### src/rtl/adc_cmd_framer.sv
module adc_cmd_framer #(
  parameter int CMD_W      = 8,
  parameter int DATA_W     = 12,
  parameter int OPEN_AFTER = 7,
  parameter int SYNC_ZEROS = 16
) (
  input  logic              clk,
  input  logic              rst_n,
  input  logic              cs_n,
  input  logic              sclk,
  input  logic              din,
  input  logic              conv_done,
  input  logic [DATA_W-1:0] conv_result,
  output logic              dout,
  output logic              dout_oe,
  output logic              sstrb,
  output logic [CMD_W-1:0]  ctrl_byte,
  output logic              conv_start
);
  localparam int BW = $clog2(CMD_W);
  localparam int SW = $clog2(DATA_W + 1);
  localparam int ZW = $clog2(SYNC_ZEROS + 1);
  localparam logic [CMD_W-1:0] FIRST = CMD_W'(1);

  typedef enum logic [2:0] {S_IDLE, S_CAPT, S_ARMED, S_CONV, S_SHIFT} st_t;

  st_t               st;
  logic              sclk_q;
  logic [BW-1:0]     bcnt;
  logic [CMD_W-1:0]  cbuf;
  logic [DATA_W-1:0] shreg;
  logic [SW-1:0]     scnt;
  logic [ZW-1:0]     zrun;

  wire rise = sclk & ~sclk_q;
  wire fall = ~sclk & sclk_q;
  wire open_rd = scnt >= SW'(OPEN_AFTER);

  assign dout_oe = ~cs_n;

  always_ff @(posedge clk or negedge rst_n) begin
    if (!rst_n) begin
      st         <= S_IDLE;
      sclk_q     <= 1'b0;
      bcnt       <= '0;
      cbuf       <= '0;
      shreg      <= '0;
      scnt       <= '0;
      zrun       <= '0;
      dout       <= 1'b0;
      sstrb      <= 1'b1;
      ctrl_byte  <= '0;
      conv_start <= 1'b0;
    end else begin
      sclk_q     <= sclk;
      conv_start <= 1'b0;
      if (cs_n) begin
        zrun <= '0;
        if (st == S_CAPT || st == S_ARMED) st <= S_IDLE;
      end else begin
        if (rise) begin
          if (din) zrun <= '0;
          else if (zrun != ZW'(SYNC_ZEROS)) zrun <= zrun + 1'b1;
          case (st)
            S_IDLE: if (din) begin
              cbuf <= FIRST; bcnt <= BW'(1); st <= S_CAPT;
            end
            S_CAPT: begin
              cbuf <= {cbuf[CMD_W-2:0], din};
              bcnt <= bcnt + 1'b1;
              if (bcnt == BW'(CMD_W - 1)) st <= S_ARMED;
            end
            S_CONV: if (din) begin
              cbuf <= FIRST; bcnt <= BW'(1); st <= S_CAPT; sstrb <= 1'b1;
            end else if (zrun == ZW'(SYNC_ZEROS - 1)) begin
              st <= S_IDLE; sstrb <= 1'b1;
            end
            S_SHIFT: if (din && open_rd) begin
              cbuf <= FIRST; bcnt <= BW'(1); st <= S_CAPT;
            end
            default: ;
          endcase
        end
        if (fall) begin
          dout  <= shreg[DATA_W-1];
          shreg <= shreg << 1;
          if (scnt != SW'(DATA_W)) scnt <= scnt + 1'b1;
          if (st == S_ARMED) begin
            st <= S_CONV; ctrl_byte <= cbuf; conv_start <= 1'b1; sstrb <= 1'b0;
          end
        end
      end
      if (conv_done && st == S_CONV) begin
        shreg <= conv_result;
        scnt  <= '0;
        st    <= S_SHIFT;
        sstrb <= 1'b1;
      end
    end
  end

  a_r3_after_fall: assert property (@(posedge clk) disable iff (!rst_n)
    conv_start |-> $past(fall && !cs_n));
  a_r3_one_cycle: assert property (@(posedge clk) disable iff (!rst_n)
    conv_start |=> !conv_start);
  a_r3_byte_hold: assert property (@(posedge clk) disable iff (!rst_n)
    !$stable(ctrl_byte) |-> conv_start);
  a_r3_strobe_low: assert property (@(posedge clk) disable iff (!rst_n)
    $fell(sstrb) |-> conv_start);
  a_r2_start_msb: assert property (@(posedge clk) disable iff (!rst_n)
    conv_start |-> ctrl_byte[CMD_W-1]);
  a_r4_dout_on_fall: assert property (@(posedge clk) disable iff (!rst_n)
    !$stable(dout) |-> $past(fall && !cs_n));
  a_r4_strobe_high: assert property (@(posedge clk) disable iff (!rst_n)
    $rose(sstrb) |-> ($past(conv_done) || $past(rise && !cs_n)));
endmodule

### config.mk
export PLATFORM = sky130hd
export DESIGN_NAME = adc_cmd_framer
export DESIGN_NICKNAME = d
export VERILOG_FILES = /design/src/rtl/adc_cmd_framer.sv
export SDC_FILE = /design/constraint.sdc
export NUM_CORES = 1
export LEC_CHECK = 0
export ABC_CLOCK_PERIOD_IN_PS = 3700
export BUFFER_PORTS_ARGS = -buffer_cell sky130_fd_sc_hd__buf_2
export CAP_MARGIN = 30
export CORE_MARGIN = 8
export CORE_UTILIZATION = 30
export CTS_BUF_LIST = sky130_fd_sc_hd__clkbuf_8
export DETAILED_ROUTE_END_ITERATION = 12
export SYNTH_ARGS = -nofsm -noshare
export SYNTH_HDL_FRONTEND = slang
export SYNTH_SLANG_ARGS = --single-unit
### constraint.sdc
create_clock -name clk -period 3.7 [get_ports clk]
set_clock_uncertainty 0.1 [all_clocks]
set_input_delay 0.185 -clock clk [delete_from_list [all_inputs] [get_ports clk]]
set_output_delay 0.185 -clock clk [all_outputs]
set_load 0.01 [all_outputs]
Yosys cells after proc, flatten, opt, wreduce, memory -nomap -nowiden
Index checks and enable logic that the tools add are counted.

storage, ports and cells
  flip-flop bits (word level) = 47
  bits of input ports = 18
  output and inout port bits = 12
  word-level logic and storage cells = 88

cells by class
  add/sub/neg operators = 3
  magnitude comparators = 1
  eq/ne operators = 12
  mux-type cells = 40
  bitwise operators = 5
  reduce and logical (&&, ||, !) cells = 16

operator list
  kind                                                  count
  2-to-1 mux 3 bit                                      13
  2-to-1 mux 12 bit                                     3
  case mux 8 bit (3 select lines)                       1
  2-to-1 mux 5 bit                                      4
  2-to-1 mux 4 bit                                      4
  2-to-1 mux 8 bit                                      2
  case mux 3 bit (4 select lines)                       1
  2-to-1 mux 1 bit                                      11
  case mux 3 bit (3 select lines)                       1
  equality test 3 x 2 -> 1 bit (second input constant)  2
  equality test 3 bit (second input constant)           2
  AND reduction 2 bit                                   3
  AND reduction 3 bit                                   2
  nonzero test 2 bit                                    3
  nonzero test 3 bit                                    2
  adder 5 x 1 -> 5 bit (second input constant)          1
  equality test 5 x 4 -> 1 bit (second input constant)  1
  != test 5 bit (second input constant)                 1
  AND reduction 5 bit                                   1
  adder 4 x 1 -> 4 bit (second input constant)          1
  >= comparator 4 x 3 -> 1 bit (second input constant)  1
  != test 2 x 1 -> 1 bit (second input constant)        2
  != test 4 bit (second input constant)                 1
  adder 3 x 1 -> 3 bit (second input constant)          1
  other kinds (9)                                       13

Logic depth before layout (Yosys ltp)
Gate-level depths: netlist (run 1).

  depth in word-level cells = 9
  depth in mapped cells = 7
  gate-level depth less buffers = 7

Least setup slack after synthesis (run 1)
Ideal clock, no wire load.

  path kind = register to register
  start point = reg zrun[0]
  end point = reg st[1]
  setup time = 0.135 ns
  arrival time = 1.387 ns
  data required time = 3.465 ns
  setup slack = 2.077 ns
  cell stages (with the launch flop) = 8
  buffers on the path = 0
  clock period less this slack = 1.623 ns
  cells stage by stage = dfrtp_1 > ha_1 > and3_1 > ha_1 > nor2_1 > or3_1 > a21oi_1 > o32ai_1

between the ends
  cells in the longest elaborated chain, start to end = 9

RTL lines
  item                               line  text
  start, declared                    33    logic [ZW-1:0] zrun;
  start signal, assigned             63    else if (zrun != ZW'(SYNC_ZEROS)) zrun <= zrun + 1'b1;
  equality test 5 x 4 -> 1 bit *     75    end else if (zrun == ZW'(SYNC_ZEROS - 1)) begin
  2-to-1 mux 3 bit *                 75
  2-to-1 mux 3 bit *                 73    S_CONV: if (din) begin
  case mux 3 bit (4 select lines) *  64    case (st)
  2-to-1 mux 3 bit *                 61    if (rise) begin
  2-to-1 mux 3 bit                   88    if (st == S_ARMED) begin
  2-to-1 mux 3 bit *                 84    if (fall) begin
  2-to-1 mux 3 bit *                 57    if (cs_n) begin
  2-to-1 mux 3 bit *                 93    if (conv_done && st == S_CONV) begin
  end signal, assigned               59    if (st == S_CAPT || st == S_ARMED) st <= S_IDLE;
  end signal, assigned               89    st <= S_CONV; ctrl_byte <= cbuf; conv_start <= 1'b1; sstrb <= 1'b0;
  end signal, assigned               96    st <= S_SHIFT;
  end, declared                      27    st_t st;

Every way passes the cells marked *; elsewhere a longest branch is shown, timed or not.
A chain may end at the register's enable or synchronous reset.

Final worst setup path (run 1)
  start point = in sclk
  end point = reg ctrl_byte[2]

between the ends
  cells in the longest elaborated chain, start to end = 3

RTL lines
  item                           line  text
  start, declared                10    input logic sclk,
  NOT 1 bit                      36    wire fall = ~sclk & sclk_q;
  bitwise AND 1 bit              36
  AND reduction 3 bit (no line)  -
  end signal, assigned           52    ctrl_byte <= '0;
  end signal, assigned           89
  end, declared                  17    output logic [CMD_W-1:0] ctrl_byte,

Every way passes these cells.

==> results.md, run 1 <==
* Ys Warns at 0
* Port bufs at 29
* FF+latch area at 1180 um2
* Area leader, netlist: dfrtp_1
* Min-Delay Path Class: input pin to register
* Commonest cells post-synth: dfrtp_1, o21ai_0, inv_1
* Setup bufs post-CTS at 0
* Final setup viols at 0
* Synth Cell Area at 2390 um2
* Clk root buf: clkbuf_8
* Highest routed metal layer: met4
* Metal-1 WL at approximately 2300 um
* CP Launch Type: input pin
* Finished Layout Cells at 369
* Final #Nets at 291
* Reg power frac at 55.9%
* Clock transition at the registers of the reported paths at about 0.080 ns
* Fillcell total at roughly 800
* DP HPWL at 3370 um
* Die height at 105 um
* Initial DRC Count at 101
* Largest net degree at the start of global routing at 32
* Die area at about 11,000 um2
* Diodes inserted at 0
* Via density at 4.73
* EDFF count, synth at 0
* Clock latency on the worst-skew pair at 0.30 ns
* Cts bufs inserted at 5
* Count leader, synth: dfrtp_1
* Remaining antenna violation count at 0
* Area of placed instances at 2610 um2
* Global-route wire length before repair at 8450 um
* Tcrit/Tclk final at 57.2%
* Util after Layout at 36.1%
* Synth top area cells: dfrtp_1, mux2i_1, o21ai_0
* Drt total wl at 4800 um
* Pleak at 1.28 nW
* Met2 wire length at 2140 um
* Post-synth ARST share at 100%
* Register area share after synthesis at about 49%
* Num rows at 32
* Slew margin rel. at 42.3%
* Syn nets at 257
* Area of the multi-input gates at 1070 um2
* Hold Worst Slack at approximately 0.0067 ns
* Worst Tran Pin Value at 0.865 ns
* Switching fraction of total power at ~29%
* Num ports at 30
* Via count at 1,747
* Area delta synth->final at 16.6%
* Max_cap viols at 0
* H-tree depth at 2
* Post-cts resize count at 0
* Synth top area share at 48.1%
* Cell count after synthesis at roughly 230
* Synthesis-stage register bit count at 47
* Worst Path Arrival at 2.20 ns
* Gate power share at 18.8%
* Die Span X at 105 um
* Clock Power Share at 25.3%
* RSZ-0062 raised after global routing: false
* Max Fclk at 473 MHz
* Minimum clock period at between 2 and 2.5 ns
* Final Wtd Congestion at 0.802
* CP Capture Type: register
* Metal3 WL at 266 um
* Placed Instances at 351
* VDD IR-drop max at 0.204 mV
* NetSw at 0.326 mW
* Total track usage at 9.21%
* Int Pwr at 0.807 mW
* CP required at about 3.8 ns
* Clock Tree Buf Depth at 2
* First drt pass iteration count at 4
* Final Hold Violating Endpoints at 0
* Synth cell types at 49
* Ys flop type: dfrtp_1
* DRC at 0
* Final non-filler cell area at 2790 um2
* Mapped Avg Cell Area at 10.3 um2
* CTS tree: done
* Fin. max-slew vios at 0
* Initial Util at 31.0%
* Pwr Density at 406 nW/um2
* Total core area at 7730 um2
* Initial antenna violation count at 0
* Overflow after GRT at 0
* Crit-path max FO at 18
* Status: complete, no violations
* Fraction of layout cells with a size suffix above 1 at 18.7%
* Setup_tns at 0 ns
* Vias in the first global route at 1,726
* Worst setup path class: input pin to register
* WL per Instance at between 10 and 15 um
* Clock Sinks at 47
## per-stage QoR
step	total power [mW]	setup slack, ns
after floorplan	0.781	2.08
after global placement	0.842	1.67
after detailed placement	0.853	1.60
after CTS	1.16	1.56
after global routing	1.22	1.36
final	1.13	1.59
## repair_timing
item / 4_1_cts / 5_1_grt
hold endpoints to repair: 25 / 0
setup endpoints to repair: 0 / 0
hold buffers: 10 / 0
## kinds of logic (layout without fill, tap and decap cells)
family	count (synthesis)	count (layout)	share of synthesized area [%]
buf+inv	32	67	6.32
flops	47	47	49.2
xor+xnor	2	2	0.732
mux	23	23	10.1
fa+ha+maj	8	8	4.08
simple gates	60	60	13.9
compound gates	60	60	15.7
## worst max-delay path: stages
cell and delay [ns]:
dlygate4sd3_1 0.53, buf_2 0.16, nor3b_2 0.15, buf_4 0.28, and3b_1 0.50, mux2_2 0.39
## area by class of cell
cell class	count	share of cell area, %
flip-flops and latches	47	42.2
multi-input cells	153	38.2
repair buffers	41	9.77
well taps	102	4.57
clock buffers	5	2.46
inverters	18	2.42
clock inverters	3	0.448
## layer usage
layer | GRT usage, % | up-vias
met5 | 0 | -
met4 | 3.16 | 0
met3 | 3.59 | 4
met2 | 13.5 | 34
met1 | 12.0 | 828
li1 | - | 881
## path summary, 6_finish.rpt
check                      depth (start not counted)      endpoint  slack [ns]           start
hold reg to reg                                    1  ctrl_byte[3]        0.41    ctrl_byte[3]
max in group asynchronous                          3         sstrb        2.66           rst_n
setup reg to reg                                   4      shreg[0]        1.60           st[1]
hold / removal                                     3      shreg[9]       0.007  conv_result[9]
min in group asynchronous                          2      shreg[6]        0.26           rst_n
setup / recovery                                   6  ctrl_byte[2]        1.59            sclk
## cells in the final DEF, fill, tap and decap left out, drive strengths merged, types with 5 or more instances in the layout
cell type / synthesis / final
ha: 7 / 7
nor2: 10 / 10
dlygate4sd3: 0 / 10
clkbuf: 5 / 5
o21ai: 27 / 27
dfrtp: 46 / 46
mux2i: 14 / 14
a21oi: 8 / 8
inv: 18 / 20
a22oi: 9 / 9
nand3: 9 / 9
nor2b: 5 / 5
mux2: 9 / 9
buf: 9 / 31
nand2: 16 / 16
## registers in the layout, summed over array words and instances (netlist names), 3 cells and up
| register | cells |
|---|---|
| scnt | 4 |
| bcnt | 3 |
| ctrl_byte | 8 |
| shreg | 12 |
| cbuf | 8 |
| zrun | 5 |
| st | 3 |
## power groups by stage
stage / Clock, mW / Combinational (mW) / Sequential (mW)
final: 0.286 / 0.213 / 0.633
after floorplan: 0 / 0.149 / 0.632
after global placement: 0 / 0.201 / 0.641
after CTS: 0.305 / 0.218 / 0.634
after detailed placement: 0 / 0.210 / 0.643
after global routing: 0.329 / 0.246 / 0.646
Power figures use the tool's default switching activity.
==> inputs of run 2 (changes only) <==
--- a/config.mk
+++ b/config.mk
@@ -5,7 +5,8 @@
 export SDC_FILE = /design/constraint.sdc
 export NUM_CORES = 1
 export LEC_CHECK = 0
-export ABC_CLOCK_PERIOD_IN_PS = 3700
+export ABC_AREA = 1
+export ABC_CLOCK_PERIOD_IN_PS = 2000
 export BUFFER_PORTS_ARGS = -buffer_cell sky130_fd_sc_hd__buf_2
 export CAP_MARGIN = 30
 export CORE_MARGIN = 8
==> constraint.sdc (replaced) <==
create_clock -name clk -period 2 [get_ports clk]
set_clock_uncertainty 0.1 [all_clocks]
set_input_delay 0.1 -clock clk [delete_from_list [all_inputs] [get_ports clk]]
set_output_delay 0.1 -clock clk [all_outputs]
set_load 0.01 [all_outputs]
==> run 2 against run 1 <==
Net effect:
- flip-flop and latch count is the same
- routed wire length grew 8.3%
- final cell count grew 21%
- via count grew 18%
- critical path depth grew 4
- clock-buffer cell count is the same
- critical path type is now register to register
- critical endpoint is now st[1]
- largest cell class unchanged
- largest power group unchanged
==> results.md, run 2 <==
* Area leader, netlist: dfrtp_1
* Ys Warns at 0 (unchanged)
* Cell count after synthesis at 299 (+29%)
* EDFF count, synth at 0 (unchanged)
* Final Wtd Congestion at 0.810 (+1.0%)
* Top flop regs: shreg x12, cbuf x8, ctrl_byte x8
* Initial Util at 30.4% (-0.61 points)
* Slew margin rel. at 60.5% (+18 points)
* Overflow after GRT at 0 (unchanged)
* Gr busiest metal: met2
* Synth Cell Area at 2460 um2 (+2.7%)
* Final #Nets at 367 (+26%)
* Final setup viols at 0 (unchanged)
* H-tree depth at 2 (unchanged)
* Num rows at 33 (+3.1%)
* Final Hold Violating Endpoints at 0 (unchanged)
* Diodes inserted at 0 (unchanged)
* Cts bufs inserted at 5 (unchanged)
* GR Util met3 at 3.09% (-0.51 points)
* Status: complete, no violations
* Pwr Density at 876 nW/um2 (+120%)
* Clock Sinks at 47 (unchanged)
* Max Fclk at approximately 570 MHz
* Fin. max-slew vios at 0 (unchanged)
* Tcrit/Tclk final at 88.2%
* Pwr Total at 2.59 mW (+130%)
* Initial DRC Count at 97 (-4.0%)
* Adder and majority cell fraction of the synthesized area at 3.56% (-0.51 points)
* Synth top area share at 46.8% (-1.2 points)
* Most common cell after layout, fill and taps aside: nand2_1
* Mapped Avg Cell Area at 8.22 um2 (-20%)
* Min-Delay Path Class: input pin to register
* Minimum clock period at 1.76 ns
* Largest net degree at the start of global routing at 29 (-9.4%)
* Die height at 107 um (+1.1%)
* Pleak at 1.51 nW (+17%)
* Port bufs at 29 (unchanged)
* Total track usage at 9.84% (+0.63 points)
* Ys flop type: dfrtp_1
* Area delta synth->final at 20.3%
* Count leader, synth: nand2_1
* CP Launch Type: register
* First drt pass iteration count at 4 (unchanged)
* Most frequent cells in the layout: nand2_1, dfrtp_1, nand3_1, buf_2, inv_1
* Synth cell types at 31 (-37%)
* Initial antenna violation count at 0 (unchanged)
* Worst hold start: conv_done
* Register area share after synthesis at 47.9% (-1.3 points)
* Fraction of layout cells with a size suffix above 1 at 21.3% (+2.6 points)
* Drt total wl at 5200 um (+8.3%)
* Max_cap viols at 0 (unchanged)
* CTS tree: done
* Mux contribution to synthesized area at 0% (-10 points)
* Vias in the first global route at 2,036 (+18%)
* Total core area at 8090 um2 (+4.7%)
* Worst setup path class: register to register
* Die area at 11,300 um2 (+2.3%)
* RSZ-0062 raised after global routing: false
* Commonest cells post-synth: nand2_1, dfrtp_1, nand3_1
* Post-synth ARST share at 100% (unchanged)
* Clk root buf: clkbuf_8
* WL per Instance at 11.6 um (-11%)
* DRC at 0 (unchanged)
* DP HPWL at 3740 um (+11%)
* Synth Area in Compound Gates at 9.47% (-6.3 points)
* Global-route wire length before repair at 9370 um (+11%)
* Num ports at 30 (unchanged)
* GR Util met2 at 15.0% (+1.5 points)
* Clock Tree Buf Depth at 2 (unchanged)
* Most flop-heavy register: shreg
* Syn nets at 324 (+26%)
* Crit-path max FO at 5 (-13)
* Synthesis-stage register bit count at 47 (unchanged)
* Die Span X at 107 um (+1.1%)
* Worst Tran Pin Value at 0.593 ns (-0.273 ns)
* Largest family of logic cells by synthesized area: simple AND/OR/NAND/NOR gates
* Synth top area cells: dfrtp_1, nand2_1, nand3_1
* Clock transition at the registers of the reported paths at 0.09 ns (about the same)
* Setup_tns at 0 ns (unchanged)
* Post-Synth XOR/XNOR Area at 0.356% (-0.38 points)
* GR Util met1 at 13.0% (+0.95 points)
* Post-cts resize count at 0 (unchanged)
* CP Capture Type: register
* Clock latency on the worst-skew pair at 0.30 ns (about the same)
* Via count at 2,056 (+18%)
* Via density at 4.59 (-3.1%)
* Synth Area in Simple Gates at 30.2% (+16 points)
* Max FFs per register at 12 (unchanged)
* Worst Path Arrival at 1.91 ns (-0.29 ns)
* Crit path launch: zrun[0]
* Remaining antenna violation count at 0 (unchanged)
* CP required at 2.15 ns (-1.64 ns)
* VDD IR-drop max at 0.284 mV (+39%)
* Critical R2R Launch: zrun[0]
## run 2: changes by cell type in the layout (fill, tap and decap cells not counted), moves of 6 or more
cell	before	now
a22oi_1	9	0
inv_1	20	26
inv_2	0	11
mux2_2	9	0
mux2i_1	14	0
nand2_1	16	79
nand3_1	9	44
nor2_1	10	21
o21ai_0	25	8
o21ai_1	2	11
o21ai_2	0	9
## run 2: timing repair
item	CTS	global route
setup buffers	0	0
hold buffers	14	0
hold endpoints to repair	36	0
## run 2: cells by family (layout without fill, tap and decap cells)
| group | after synthesis | in the layout |
|---|---|---|
| AO/OA/AOI/OAI | 36 | 36 |
| XOR/XNOR | 1 | 1 |
| adder cells (fa/ha/maj) | 7 | 7 |
| buffers and inverters | 47 | 91 |
| flip-flops | 47 | 47 |
| AND/OR/NAND/NOR | 161 | 161 |
## run 2: power breakdown
part           internal [mW]  switching [mW]
clock network          0.379           0.346
logic                  0.234           0.406
registers               1.11           0.111
## run 2: path summary, 6_finish.rpt
kind | end | slack (ns) | cells after the start
setup / recovery | st[1] | 0.24 | 10
hold / removal | sstrb | 0.02 | 3
setup reg to reg | st[1] | 0.24 | 10
hold reg to reg | ctrl_byte[7] | 0.38 | 2
max in group asynchronous | shreg[0] | 1.03 | 3
min in group asynchronous | ctrl_byte[2] | 0.24 | 2
## run 2: critical path, stage by stage, from the launching register on
cell      delay (ns)
dfrtp_1         0.43
ha_1            0.22
nand2_1         0.08
nor2_1          0.04
ha_1            0.18
or2_2           0.28
o211ai_1        0.16
nand2_1         0.06
nand2_1         0.06
nand2_1         0.05
nand2_1         0.04
## run 2: final cells by class
| class | count | area, um2 |
|---|---|---|
| Clock buffer | 5 | 68.8 |
| Tap cell | 105 | 131 |
| Fill cell | 874 | 5140 |
| Timing Repair Buffer | 46 | 320 |
| Inverter | 37 | 139 |
| Multi-Input combinational cell | 205 | 1070 |
| Clock inverter | 3 | 47.5 |
| Sequential cell | 47 | 1180 |
## run 2: metal layers
| layer | up-vias | part of all wire, % |
|---|---|---|
| li1 | 1039 | - |
| met1 | 976 | 50 |
| met2 | 36 | 45 |
| met3 | 5 | 4.9 |
| met4 | 0 | 0.73 |
| met5 | - | 0 |
## run 2: through the flow
stage	std cells	worst slack, ns	util, %	cell area, um2	hold slack [ns]
after detailed placement	426	0.252	33.4	2700	0.0530
after global placement	426	0.284	33.4	2700	0.0457
after CTS	448	0.226	36.5	2960	0.0216
final	448	0.236	36.5	2960	0.0223
after floorplan	299	0.338	-	2460	-0.296
after global routing	448	0.0624	36.5	2960	0.0393
==> inputs of run 3 (changes only) <==
==> config.mk (replaced) <==
export PLATFORM = sky130hd
export DESIGN_NAME = adc_cmd_framer
export DESIGN_NICKNAME = d
export VERILOG_FILES = /design/src/rtl/adc_cmd_framer.sv
export SDC_FILE = /design/constraint.sdc
export NUM_CORES = 1
export LEC_CHECK = 0
export ABC_AREA = 1
export ABC_CLOCK_PERIOD_IN_PS = 1870
export CAP_MARGIN = 30
export CORE_MARGIN = 8
export CORE_UTILIZATION = 30
export DETAILED_ROUTE_END_ITERATION = 12
export DONT_BUFFER_PORTS = 1
export SYNTH_ARGS = -nofsm -noshare
export SYNTH_HDL_FRONTEND = slang
export SYNTH_SLANG_ARGS = --single-unit
==> constraint.sdc (replaced) <==
create_clock -name clk -period 1.87 [get_ports clk]
set_clock_uncertainty 0.1 [all_clocks]
set_input_delay 0.0935 -clock clk [delete_from_list [all_inputs] [get_ports clk]]
set_output_delay 0.0935 -clock clk [all_outputs]
set_load 0.01 [all_outputs]
==> run 3 against run 2 <==
Net effect:
- largest cell class unchanged
- critical path depth is the same
- clock power decreased by 18%
- worst setup slack got worse by 0.056 ns
- routed wire length increased by 0.27%
- flip-flop and latch count unchanged
- final cell count is 5.8% lower
==> results.md, run 3 (same netlist as run 2, synthesis figures left out) <==
* Status: complete, no violations
* Minimum clock period at 1.69 ns (-0.0737 ns)
* Setup bufs post-CTS at 0 (unchanged)
* Num rows at 33 (unchanged)
* Initial antenna violation count at 0 (unchanged)
* Max Fclk at 592 MHz (+4.4%)
* Final Hold Violating Endpoints at 0 (unchanged)
* Remaining antenna violation count at 0 (unchanged)
* Final setup viols at 0 (unchanged)
* VDD IR-drop max at 0.307 mV (+8.3%)
* Fin. max-slew vios at 0 (unchanged)
* Worst setup path class: register to register
* Worst Tran Pin Value at 0.377 ns (-0.215 ns)
* CP required at 2.01 ns (-0.14 ns)
* Max FFs per register at 12 (unchanged)
* Min-Delay Path Class: input pin to register
* Diodes inserted at 0 (unchanged)
* Die Span X at 107 um (unchanged)
* Port bufs at 0 (-100%)
* Via density at 4.61 (+0.43%)
* Worst Setup Slack, final at 0.180 ns (-0.0563 ns)
* RSZ-0062 raised after global routing: false
* Pwr Density at 914 nW/um2 (+4.4%)
* Pleak at 1.38 nW (-8.8%)
* Largest net degree at the start of global routing at 48 (+66%)
* Most common cell after layout, fill and taps aside: nand2_1
* Clock Tree Buf Depth at 2 (unchanged)
* Clk root buf: clkbuf_8
* Top flop regs: shreg x12, cbuf x8, ctrl_byte x8
* Initial DRC Count at 113 (+16%)
* Max_cap viols at 0 (unchanged)
* Via count at 1,945 (-5.4%)
* Num ports at 30 (unchanged)
* Worst Path Arrival at 1.83 ns (-0.08 ns)
* Slew margin rel. at 74.8% (+14 points)
* Most flop-heavy register: shreg
* Die area at 11,300 um2 (unchanged)
* Final Wtd Congestion at 0.820 (+1.2%)
* Setup WS pre-CTS at 0.104 ns (-0.148 ns)
* Drt total wl at 5210 um (+0.27%)
* Final #Nets at 341 (-7.1%)
* Clock latency on the worst-skew pair at 0.30 ns (about the same)
* First drt pass iteration count at 4 (unchanged)
* CP Capture Type: register
* Initial Util at 30.4% (unchanged)
* Fraction of layout cells with a size suffix above 1 at 13.2% (-8.0 points)
* Tcrit/Tclk final at 90.4% (+2.2 points)
* Overflow after GRT at 0 (unchanged)
* Total track usage at 9.77% (-0.070 points)
* Global-route wire length before repair at 9180 um (-2.0%)
* WL per Instance at 12.4 um (+6.4%)
* H-tree depth at 2 (unchanged)
* Area delta synth->final at 14.6%
* Total core area at 8090 um2 (unchanged)
* Clock Sinks at 47 (unchanged)
* Clock transition at the registers of the reported paths at 0.09 ns (about the same)
* Setup_tns at 0 ns (unchanged)
* Fillcell total at 853 (-2.4%)
* Cts bufs inserted at 5 (unchanged)
* Most frequent cells in the layout: nand2_1, dfrtp_1, nand3_1, inv_1, nor2_1
* DRC at 0 (unchanged)
* Crit-path max FO at 5 (unchanged)
* CTS tree: done
* Vias in the first global route at 1,930 (-5.2%)
* DP HPWL at 3640 um (-2.5%)
* CP Launch Type: register
* Die height at 107 um (unchanged)
[run 3: worst max-delay path, cell delays in order, from the launching register on]
cell and delay, ns:
dfrtp_1 0.43, ha_2 0.19, nand2_1 0.07, nor2_1 0.04, ha_1 0.18, or2_4 0.23
o211ai_1 0.18, nand2_1 0.07, nand2_1 0.06, nand2_1 0.04, nand2_1 0.04
[run 3: worst paths after layout]
kind | start | end | cells past startpoint | slack [ns]
setup / recovery | zrun[0] | st[1] | 10 | 0.18
hold / removal | din | zrun[2] | 5 | 0.02
setup reg to reg | zrun[0] | st[1] | 10 | 0.18
hold reg to reg | bcnt[1] | bcnt[1] | 2 | 0.39
max in group asynchronous | rst_n | sstrb | 2 | 1.19
min in group asynchronous | rst_n | ctrl_byte[5] | 2 | 0.20
[run 3: final cells by class]
cell class	instances	area (um2)	share of cell area, %
tap	105	131	4.66
multi-input combinational	205	1080	38.2
inverter	37	139	4.93
clock buffer	8	80.1	2.84
sequential	47	1180	41.8
timing repair buffer	20	213	7.55
[run 3: where the power goes]
group          internal (mW)  leakage (nW)  total (mW)  switching (mW)
Clock                  0.266        0.0395       0.594           0.328
Combinational          0.243         0.715       0.669           0.427
Sequential              1.19         0.621        1.31           0.122
[run 3: repair_timing]
action,in CTS,in global routing
endpoints found under the setup margin,0,1
gates resized for setup,0,2
hold buffers,18,0
hold endpoints to repair,67,0
[run 3: layer usage]
layer  routed length [um]  share of wire [%]  track usage [%]
met1                 2510                 48             12.9
met2                 2360                 45             14.9
met3                  310                5.9             3.45
met4                   31               0.59             2.41
met5                    0                  0                0
[run 3: per-stage QoR]
step           std cells  utilization [%]  total power, mW  cell area, um2  hold WS (ns)
3_3_place_gp         396             31.3             1.92            2530        -0.300
4_1_cts              422             34.8             2.61            2810        0.0110
5_1_grt              422             34.8             2.78            2820        0.0338
2_1_floorplan        299                -             1.82            2460        -0.302
6_report             422             34.8             2.58            2820        0.0157
3_5_place_dp         396             31.3             1.95            2530        -0.300
